===== config.mk =====
export PLATFORM = sky130hd
export DESIGN_NAME = pt_walker
export DESIGN_NICKNAME = d
export VERILOG_FILES = /design/src/rtl/ptw_pkg.sv /design/src/rtl/ptw_index_sel.sv /design/src/rtl/ptw_entry_decode.sv /design/src/rtl/pt_walker.sv
export SDC_FILE = /design/constraint.sdc
export NUM_CORES = 1
export LEC_CHECK = 0
export BUFFER_PORTS_ARGS = -buffer_cell sky130_fd_sc_hd__buf_2
export CORE_ASPECT_RATIO = 1.75
export CORE_MARGIN = 1
export CORE_UTILIZATION = 35
export DETAILED_ROUTE_END_ITERATION = 6
export GPL_ROUTABILITY_DRIVEN = 1
export GPL_TIMING_DRIVEN = 0
export SYNTH_ARGS = -nofsm -noshare
export SYNTH_HDL_FRONTEND = slang
export SYNTH_HIERARCHICAL = 1
export SYNTH_SLANG_ARGS = --single-unit

===== constraint.sdc =====
create_clock -name clk -period 8.89 [get_ports clk]
set_input_delay 0.889 -clock clk [delete_from_list [all_inputs] [get_ports clk]]
set_output_delay 0.889 -clock clk [all_outputs]
set_load 0.01 [all_outputs]

===== src/rtl/ptw_pkg.sv =====
package ptw_pkg;
  localparam int VA_W    = 48;
  localparam int PA_W    = 52;
  localparam int ENT_W   = 64;
  localparam int IDX_W   = 9;
  localparam int OFF_W   = 12;
  localparam int LVL_N   = 4;
  localparam int PRES_B  = 0;
  localparam int WR_B    = 1;

  typedef enum logic [1:0] {
    FLT_NONE   = 2'b00,
    FLT_ABSENT = 2'b01,
    FLT_PROT   = 2'b10
  } flt_e;

  typedef enum logic {
    ST_IDLE = 1'b0,
    ST_WAIT = 1'b1
  } st_e;
endpackage


===== src/rtl/ptw_index_sel.sv =====
module ptw_index_sel #(
  parameter int VA_W  = 48,
  parameter int PA_W  = 52,
  parameter int ENT_W = 64,
  parameter int IDX_W = 9,
  parameter int OFF_W = 12,
  parameter int LVL_N = 4,
  localparam int LVL_W = $clog2(LVL_N),
  localparam int SH    = $clog2(ENT_W / 8)
) (
  input  logic [VA_W-1:0]  va,
  input  logic [LVL_W-1:0] lvl,
  input  logic [PA_W-1:0]  base,
  output logic [PA_W-1:0]  ent_addr
);
  logic [IDX_W-1:0] slice [LVL_N];

  // level 0 takes the top slice, the last level the slice just above the offset
  for (genvar g = 0; g < LVL_N; g++) begin : g_slice
    assign slice[g] = va[OFF_W + IDX_W*(LVL_N-g) - 1 -: IDX_W];
  end

  logic unused_va;
  assign unused_va = ^va[OFF_W-1:0];

  assign ent_addr = base + (PA_W'(slice[lvl]) << SH);
endmodule


===== src/rtl/ptw_entry_decode.sv =====
module ptw_entry_decode #(
  parameter int PA_W   = 52,
  parameter int ENT_W  = 64,
  parameter int OFF_W  = 12,
  parameter int PRES_B = 0,
  parameter int WR_B   = 1
) (
  input  logic [ENT_W-1:0] ent,
  output logic             present,
  output logic             writable,
  output logic [PA_W-1:0]  next_base
);
  assign present   = ent[PRES_B];
  assign writable  = ent[WR_B];
  assign next_base = {ent[PA_W-1:OFF_W], {OFF_W{1'b0}}};

  logic unused_bits;
  assign unused_bits = ^{ent[ENT_W-1:PA_W], ent[OFF_W-1:2]};
endmodule


===== src/rtl/pt_walker.sv =====
module pt_walker
  import ptw_pkg::*;
#(
  parameter int VA_W  = ptw_pkg::VA_W,
  parameter int PA_W  = ptw_pkg::PA_W,
  parameter int ENT_W = ptw_pkg::ENT_W,
  parameter int IDX_W = ptw_pkg::IDX_W,
  parameter int OFF_W = ptw_pkg::OFF_W,
  parameter int LVL_N = ptw_pkg::LVL_N,
  localparam int LVL_W = $clog2(LVL_N)
) (
  input  logic             clk,
  input  logic             rst,
  input  logic             req_valid,
  input  logic [VA_W-1:0]  req_va,
  input  logic             req_write,
  input  logic [PA_W-1:0]  root_ptr,
  output logic             busy,
  output logic             mem_req,
  output logic [PA_W-1:0]  mem_addr,
  input  logic             mem_rsp_valid,
  input  logic [ENT_W-1:0] mem_rsp_data,
  output logic             done,
  output logic [PA_W-1:0]  done_pa,
  output logic             fault,
  output logic [1:0]       fault_code
);
  st_e              state;
  logic [LVL_W-1:0] lvl;
  logic [VA_W-1:0]  va_q;
  logic             wr_q;

  logic             e_present, e_writable;
  logic [PA_W-1:0]  e_base;
  logic [VA_W-1:0]  sel_va;
  logic [LVL_W-1:0] sel_lvl;
  logic [PA_W-1:0]  sel_base;
  logic [PA_W-1:0]  ent_addr;
  logic             last_lvl;

  ptw_entry_decode #(
    .PA_W(PA_W), .ENT_W(ENT_W), .OFF_W(OFF_W), .PRES_B(PRES_B), .WR_B(WR_B)
  ) u_dec (
    .ent(mem_rsp_data), .present(e_present), .writable(e_writable), .next_base(e_base)
  );

  // one address generator: first level from the request, later levels from the entry
  always_comb begin
    if (state == ST_IDLE) begin
      sel_va   = req_va;
      sel_lvl  = '0;
      sel_base = root_ptr;
    end else begin
      sel_va   = va_q;
      sel_lvl  = lvl + LVL_W'(1);
      sel_base = e_base;
    end
  end

  ptw_index_sel #(
    .VA_W(VA_W), .PA_W(PA_W), .ENT_W(ENT_W), .IDX_W(IDX_W), .OFF_W(OFF_W), .LVL_N(LVL_N)
  ) u_idx (
    .va(sel_va), .lvl(sel_lvl), .base(sel_base), .ent_addr(ent_addr)
  );

  assign last_lvl = (lvl == LVL_W'(LVL_N - 1));

  always_ff @(posedge clk) begin
    if (rst) begin
      state      <= ST_IDLE;
      lvl        <= '0;
      va_q       <= '0;
      wr_q       <= 1'b0;
      busy       <= 1'b0;
      mem_req    <= 1'b0;
      mem_addr   <= '0;
      done       <= 1'b0;
      done_pa    <= '0;
      fault      <= 1'b0;
      fault_code <= FLT_NONE;
    end else begin
      mem_req <= 1'b0;
      done    <= 1'b0;
      fault   <= 1'b0;
      case (state)
        ST_IDLE: begin
          if (req_valid) begin
            va_q     <= req_va;
            wr_q     <= req_write;
            lvl      <= '0;
            mem_req  <= 1'b1;
            mem_addr <= ent_addr;
            busy     <= 1'b1;
            state    <= ST_WAIT;
          end
        end
        ST_WAIT: begin
          if (mem_rsp_valid) begin
            if (!e_present) begin
              fault      <= 1'b1;
              fault_code <= FLT_ABSENT;
              busy       <= 1'b0;
              state      <= ST_IDLE;
            end else if (last_lvl) begin
              busy  <= 1'b0;
              state <= ST_IDLE;
              if (wr_q && !e_writable) begin
                fault      <= 1'b1;
                fault_code <= FLT_PROT;
              end else begin
                done       <= 1'b1;
                fault_code <= FLT_NONE;
                done_pa    <= {e_base[PA_W-1:OFF_W], va_q[OFF_W-1:0]};
              end
            end else begin
              lvl      <= lvl + LVL_W'(1);
              mem_req  <= 1'b1;
              mem_addr <= ent_addr;
            end
          end
        end
        default: state <= ST_IDLE;
      endcase
    end
  end
endmodule


Yosys cells after proc, flatten, opt, wreduce, memory -nomap -nowiden --
Cells that the tools add are included.
Word-level totals: bits of input ports 169, flip-flop bits (word level) 162
Operators by class: magnitude comparators 1, add/sub/neg operators 2, reduce and logical (&&, ||, !) cells 9, bitwise operators 6, eq/ne operators 7, multiplexer cells 35
Operators with widths (count):
- $mux 52 | 5
- $pmux 52 s2 | 1
- $add 52x12->52 | 1
- $mux 48 | 1
- $bmux 9 s2 | 1
- $mux 9 | 2
- $mux 2 | 8
- $mux 1 | 13
- $ne 2x2->1 const B | 4
- $pmux 1 s2 | 3
- $reduce_and 3->1 | 2
- $not 1->1 | 5
- $reduce_and 5->1 | 1
- $reduce_or 5->1 | 1
- $pmux 2 s2 | 1
- $reduce_and 4->1 | 1
- $ge 3x3->1 const B | 1
- $ne 3x2->1 const B | 1
- $not 2->3 | 1
- $reduce_or 3->1 | 1
- $add 2x1->2 const B | 1
- $eq 2x2->1 const B | 1
- $ne 2x1->1 const B | 1
- $reduce_and 2->1 | 1
- 2 further kinds | 2

Logic depth before layout (Yosys ltp) --
Gate-level depths: netlist of run 1.
depth in word-level cells 11, depth in mapped cells 18

By module --
The synthesis of run 1 kept the hierarchy.
By module, submodules not included:
- pt_walker | area each 7598.5 sq um, seq. area each 3243.1 sq um, instances 1, cells an instance 833
- ptw_index_sel | area each 1450.1 sq um, seq. area each 0.0 sq um, instances 1, cells an instance 179
- ptw_entry_decode | area each 409.1 sq um, seq. area each 0.0 sq um, instances 1, cells an instance 55

Least setup slack after synthesis of run 1 --
Ideal clock, no wire load.
path kind register to register, start point register state, end point register mem_addr[44], cell stages (with the launch flop) 17, arrival 3.490 ns, period minus slack after synthesis 3.609 ns, library setup time 0.120 ns, slack 5.281 ns, path buffers 5, data required time 8.770 ns, path through dfxtp_1 > buf_4 > buf_2 > buf_2 > nor2b_1 > buf_2 > mux4_2 > ha_1 > a21o_1 > a21oi_2 > a21boi_1 > a221o_1 > buf_6 > and4bb_1 > xor2_1 > o21ai_1 > a21oi_1
Between the ends: longest elaborated chain between the ends 10, elaborated cells on any way between the ends 19, classes of those cells 1 x add/sub; 4 x eq/ne; 11 x mux; 2 x bitwise; 1 x reduce/logical
Ends and longest elaborated chain:
- start: declaration | RTL line pt_walker.sv:28 | st_e state;
- start signal: assignment | RTL line pt_walker.sv:70 | state <= ST_IDLE;
- start signal: assignment | RTL line pt_walker.sv:94 | state <= ST_WAIT;
- start signal: assignment | RTL line pt_walker.sv:103 | state <= ST_IDLE;
- $mux 2 (*) | RTL line pt_walker.sv:49 | if (state == ST_IDLE) begin
- named net sel_lvl[0] | RTL line pt_walker.sv:36 | logic [LVL_W-1:0] sel_lvl;
- $not 2->3 (implied by the code) (*) | RTL line ptw_index_sel.sv:26 | assign ent_addr = base + (PA_W'(slice[lvl]) << SH);
- $bmux 9 s2 (*) | RTL line ptw_index_sel.sv:26
- $mux 9 (implied by the code) (*) (2 in a row) | RTL line ptw_index_sel.sv:26
- $add 52x12->52 (*) | RTL line ptw_index_sel.sv:26
- named net ent_addr[44] | RTL line pt_walker.sv:38 | logic [PA_W-1:0] ent_addr;
- $mux 52 | RTL line pt_walker.sv:104 | end else if (last_lvl) begin
- $mux 52 | RTL line pt_walker.sv:99 | if (!e_present) begin
- $mux 52 | RTL line pt_walker.sv:98 | if (mem_rsp_valid) begin
- $pmux 52 s2 (*) | RTL line pt_walker.sv:85 | case (state)
- end signal: assignment | RTL line pt_walker.sv:92 | mem_addr <= ent_addr;
- end signal: assignment | RTL line pt_walker.sv:118 | mem_addr <= ent_addr;
- end: declaration | RTL line pt_walker.sv:20 | output logic [PA_W-1:0] mem_addr,
Mark *: on every way through the listed nets, which the timed path passes. The rest lies on a longest branch. The select of a mux whose other input is x is not followed. A chain may end at the register's enable or synchronous reset.

Worst setup path in the final report of run 1 --
start point register state, end point register mem_addr[50]
Same word-level chain as after synthesis.

==> results.json, run 1 <==
{
  "r2r_start": "state",
  "die_area_sq_um": 27300,
  "cts_tree": "done",
  "post_drt_wl_per_cell_microns": 18.2,
  "r2r_slack_ns": 4.27,
  "p_sw_w": 0.000593,
  "end_kind": "flop",
  "via_per_inst": 4.96,
  "start_kind": "flop",
  "finalCritPeriodShare_pct": 52.0,
  "syn_avg_cell_area_sq_um": 8.84,
  "slowest_delay_ns": 0.58,
  "io_pins": 279,
  "dp_hpwl_microns": 23300,
  "worstSetupPathType": "flop to flop",
  "post_cts.repair.setup_buffers": 0,
  "critPathArrivalTime_ns": 5.01,
  "ant_nets": 0,
  "drtPass1Iterations": 7,
  "worst_slew_pin_slew_ns": 0.562,
  "grt_pass1_wl_microns": 45400,
  "hold_end": "wr_q",
  "core-area_sq_um": 26100,
  "grt_max_degree": 17,
  "period_needed_ns": 4.62,
  "r2r_cells": 16,
  "clk_latency_ns": 0.46,
  "internal-power_w": 0.00140,
  "area_growth_pct": 22.8,
  "diodes": 0,
  "antenna_found_initial": 1,
  "rsz0062_at_grt": "no",
  "critPathBufInv": 5,
  "r2r_end": "mem_addr[50]",
  "cts_buffers": 17,
  "grt_pass1_vias": 8213,
  "pwr-share-seq_pct": 39.2,
  "clk_pin_slew_ns": 0.07,
  "grt_usage_pct": 22.1,
  "violations": "DRC",
  "critPathSlowestCell": "mux4_2",
  "htreeDepth": 4,
  "clock_path_buffers": 2,
  "hp-class": "flop to flop",
  "synthCells": 1055,
  "setup_tns_ns": 0,
  "fmax_mhz": 216,
  "dr_total_vias": 8093,
  "final_max_slew_viol_count": 0,
  "finalHoldViolCount": 0,
  "dieWidth_microns": 125,
  "gp_congestion": 0.843,
  "hold-path-cell-count": 2,
  "status": "complete, but fails checks",
  "clkPwrFrac_pct": 40.0,
  "cts.repair.resized": 0,
  "worst_slack_ns": 4.27,
  "die_h_microns": 218,
  "routed_wl_microns": 29700,
  "cts_root_buf": "clkbuf_16",
  "worstPathRequired_ns": 9.28,
  "overflow": 0,
  "final_nets": 1479,
  "drive_gt1_share_pct": 35.5,
  "finalSetupViolCount": 0,
  "worstPathMaxFanout": 10,
  "ir_worst_vdd_v": 0.000130,
  "clock_skew_ns": 0.0117,
  "drv_cap": 0,
  "crit_top_cell": "buf_2",
  "swShare_pct": 29.7,
  "max_slew_margin_pct": 62.5,
  "cts_sinks": 162,
  "p_leak_nw": 4.83,
  "port-buffer-count": 213,
  "synth-warning-count": 6,
  "cp_top_family": "buffers and inverters",
  "dp_slack_ns": 4.21,
  "drc": 16,
  "combPwrFrac_pct": 20.9,
  "drt_iter0_markers": 369,
  "power.density_nw_per_um2": 174,
  "num_rows": 78,
  "synth_area_sq_um": 9320,
  "cp_cell_sequence": "buf_4, buf_2, buf_2, nor2b_1, buf_2, mux4_2, ha_1, a21oi_1, nand4b_1, a21boi_1, a221o_1, buf_2, nand3_1, xnor2_1, o21ai_1, a21oi_1",
  "initial_core_util_pct": 35.8,
  "holdBufCountCts": 0,
  "min_from": "wr_q"
}
==> cell type report <==
type,count,area [sq um]
plain buffers,139,912
clock buffers,17,425
clock inverters,15,194
fillers,2655,14600
inverters,5,18.8
multi-input cells,760,5190
flip-flops and latches,162,3240
well taps,320,400
repair buffers,213,1070
==> cells in the final DEF (no fill, tap or decap), types with 39 or more instances in the layout <==
| cell type | instances |
|---|---|
| mux2i_1 | 52 |
| nand3_1 | 72 |
| dfxtp_1 | 162 |
| o21ai_1 | 39 |
| buf_2 | 246 |
| nand2b_1 | 106 |
| a21oi_1 | 107 |
| mux2_2 | 88 |
| nand2_1 | 116 |
| buf_4 | 74 |
==> per-stage QoR <==
stage | hold slack, ns | total power [W] | area (sq um) | cells | util (%)
4_1_cts | 0.452 | 0.00202 | 11400 | 1631 | 43.9
3_5_place_dp | 0.443 | 0.00122 | 10800 | 1599 | 41.6
3_3_place_gp | 0.438 | 0.00121 | 10800 | 1599 | 41.6
2_1_floorplan | 0.432 | 0.00107 | 9360 | 1066 | -
6_report | 0.450 | 0.00200 | 11400 | 1631 | 43.9
5_1_grt | 0.470 | 0.00208 | 11400 | 1631 | 43.9
==> tightest hold or removal path: stages (launching register included) <==
cell     delay, ns
dfxtp_1       0.30
nand2_1       0.05
a21oi_1       0.05
==> worst max path at each step <==
stage | start | endpoint | slack [ns] | depth (start not counted)
floorplan | state | mem_addr[44] | 5.28 | 16
global placement | state | mem_addr[50] | 4.19 | 16
detailed placement | state | mem_addr[50] | 4.21 | 16
CTS | state | mem_addr[50] | 4.18 | 16
global route | state | mem_addr[50] | 4.01 | 16
finish | state | mem_addr[50] | 4.27 | 16
==> power groups by stage <==
stage          logic (W)  registers [W]  clock network (W)
2_1_floorplan   0.000270       0.000804                  0
3_3_place_gp    0.000418       0.000797                  0
3_5_place_dp    0.000421       0.000798                  0
4_1_cts         0.000423       0.000782           0.000815
5_1_grt         0.000456       0.000785           0.000839
6_report        0.000416       0.000781           0.000798
==> flip-flops by register name, indices dropped and copies added, names as in the netlist <==
register,cells
done,1
fault,1
done_pa,52
busy,1
wr_q,1
lvl,2
mem_addr,52
state,1
fault_code,2
va_q,48
mem_req,1
==> per-layer routing <==
metal | share of wire, % | vias up | routed length, microns | GRT usage (%)
li1 | - | 4053 | - | -
met1 | 36 | 3812 | 10800 | 21.6
met2 | 56 | 177 | 16700 | 43.4
met3 | 4.1 | 49 | 1210 | 4.44
met4 | 3.5 | 2 | 1040 | 11.1
met5 | 0.044 | - | 13 | 0
Power figures use the tool's default switching activity.
==> run 2, diff against run 1 <==
==> constraint.sdc (replaced) <==
create_clock -name clk -period 4.1 [get_ports clk]
set_input_delay 0.41 -clock clk [delete_from_list [all_inputs] [get_ports clk]]
set_output_delay 0.41 -clock clk [all_outputs]
set_load 0.01 [all_outputs]
==> run 2 against run 1 <==
The flow still finishes with violations (DRC). Design area grew 0.40%. Count of clock-buffer cells in the layout is the same. Final cell count is essentially flat. Global-route usage is essentially flat. Critical endpoint is now mem_addr[45]. Hold slack lost 0.26 ns. Critical path depth grew 2. Non-clock buffer count shrank 1. Flip-flop and latch count is the same. Combinational power grew 120%.
==> results.json, run 2 (synthesis results as in run 1) <==
{
  "dieWidth_microns": 125,
  "status": "complete, but fails checks",
  "dr_total_vias": 8107,
  "dp_slack_ns": -0.585,
  "grt_usage_pct": 22.1,
  "core-area_sq_um": 26100,
  "drv_cap": 0,
  "worstSetupPathType": "flop to flop",
  "drive_gt1_share_pct": 35.8,
  "fill_cells": 2645,
  "clk_latency_ns": 0.46,
  "final-seq-area_sq_um": 3240,
  "clock_path_buffers": 2,
  "power.density_nw_per_um2": 377,
  "final_max_slew_viol_count": 0,
  "drc": 16,
  "drt_iter0_markers": 333,
  "ir_worst_vdd_v": 0.000274,
  "overflow": 0,
  "start_kind": "flop",
  "cts_root_buf": "clkbuf_16",
  "holdBufCountCts": 0,
  "grt_pass1_vias": 8240,
  "port-buffer-count": 213,
  "grt_max_degree": 17,
  "critPathArrivalTime_ns": 4.33,
  "dp.cells": 1599,
  "r2r_slack_ns": 0.16,
  "die_area_sq_um": 27300,
  "cts_tree": "done",
  "worstPathMaxFanout": 10,
  "htreeDepth": 4,
  "post_cts.repair.setup_buffers": 0,
  "ant_nets": 0,
  "finalHoldViolCount": 0,
  "worst_slew_pin_slew_ns": 0.567,
  "p_leak_nw": 4.84,
  "fmax_mhz": 254,
  "drtPass1Iterations": 7,
  "gp_congestion": 0.843,
  "finalCritPeriodShare_pct": 96.1,
  "end_kind": "flop",
  "multi_input_area_sq_um": 5210,
  "cts_sinks": 162,
  "finalSetupViolCount": 0,
  "final_common_cell": "buf_2",
  "final_nets": 1478,
  "period_needed_ns": 3.94,
  "antenna_found_initial": 1,
  "rsz0062_at_grt": "no",
  "initial_core_util_pct": 35.8,
  "hp-class": "input port to flop",
  "io_pins": 279,
  "via_per_inst": 4.97,
  "worst_slack_ns": 0.161,
  "clock_skew_ns": 0.00987,
  "clk_pin_slew_ns": 0.07,
  "post_drt_wl_per_cell_microns": 18.3,
  "dp_hpwl_microns": 23300,
  "setup_tns_ns": 0,
  "layout.cells.most_common_list": "buf_2 (242), dfxtp_1 (162), nand2_1 (116)",
  "top_regs": "done_pa (52), mem_addr (52), va_q (48)",
  "diodes": 0,
  "grt_pass1_wl_microns": 45400,
  "worstPathRequired_ns": 4.49,
  "max_slew_margin_pct": 62.2,
  "routed_wl_microns": 29800,
  "violations": "DRC",
  "instances_no_fill": 1630,
  "num_rows": 78,
  "area_growth_pct": 23.3,
  "die_h_microns": 218,
  "cts_buffers": 17
}
-- run 2: cell count changes in the layout (fill, tap and decap cells not counted) --
| cell | previous run | this run |
|---|---|---|
| a21boi_1 | 1 | 0 |
| a21boi_2 | 0 | 1 |
| a31o_2 | 1 | 0 |
| a31o_4 | 0 | 1 |
| buf_2 | 246 | 242 |
| buf_6 | 2 | 4 |
| buf_8 | 5 | 7 |
| clkbuf_1 | 24 | 23 |
| ha_1 | 11 | 10 |
| ha_2 | 0 | 1 |
| nor2b_1 | 5 | 4 |
| nor2b_2 | 1 | 2 |
-- run 2: timing repair --
action	4_1_cts	5_1_grt
setup endpoints to repair	41	11
resized for setup	9	5
hold endpoints to repair	0	0
cloned	0	0
-- run 2: worst paths after layout --
check | from | endpoint | cells after the start
setup reg to reg | state | mem_addr[45] | 18
setup / recovery | state | mem_addr[45] | 18
hold reg to reg | wr_q | wr_q | 2
hold / removal | req_va[0] | va_q[0] | 3
-- run 2: final cells by class --
type / instances / area share (%)
clock inverter: 15 / 1.69
sequential: 162 / 28.2
tap: 320 / 3.48
timing repair buffer: 213 / 9.27
multi-input combinational: 760 / 45.3
clock buffer: 17 / 3.70
inverter: 5 / 0.163
buffer: 138 / 8.18
-- run 2: layer usage --
metal	global-route usage, %	up-vias	routed length, microns
met3	4.44	48	1270
li1	-	4052	-
met5	0	-	8
met4	11.6	2	1060
met1	21.6	3811	10700
met2	43.3	194	16700
-- run 2: report_power, final --
| part | leakage (nW) | internal [W] | switching [W] | total [W] |
|---|---|---|---|---|
| combinational | 3.23 | 0.000422 | 0.000496 | 0.000917 |
| sequential | 1.32 | 0.00165 | 0.0000424 | 0.00169 |
| clock | 0.294 | 0.000976 | 0.000750 | 0.00173 |
-- run 2: through the flow --
stage | utilization, % | instance area, sq um | hold slack (ns) | total power (W)
floorplan | - | 9360 | 0.432 | 0.00233
global placement | 41.6 | 10800 | 0.438 | 0.00263
detailed placement | 41.6 | 10800 | 0.443 | 0.00264
CTS | 44.1 | 11500 | 0.165 | 0.00439
global route | 44.1 | 11500 | 0.193 | 0.00452
finish | 44.1 | 11500 | 0.189 | 0.00434
-- run 2: critical path: stages, from the launching register on --
cell	delay [ns]
dfxtp_1	0.34
buf_6	0.19
buf_8	0.20
buf_8	0.17
nor2b_2	0.18
buf_6	0.19
mux4_2	0.53
ha_1	0.21
inv_1	0.08
fa_1	0.21
nor2b_1	0.07
or3_1	0.36
a31o_4	0.32
buf_6	0.17
nand2_1	0.14
nor2_1	0.08
xor2_1	0.17
o21ai_1	0.10
a21oi_1	0.14
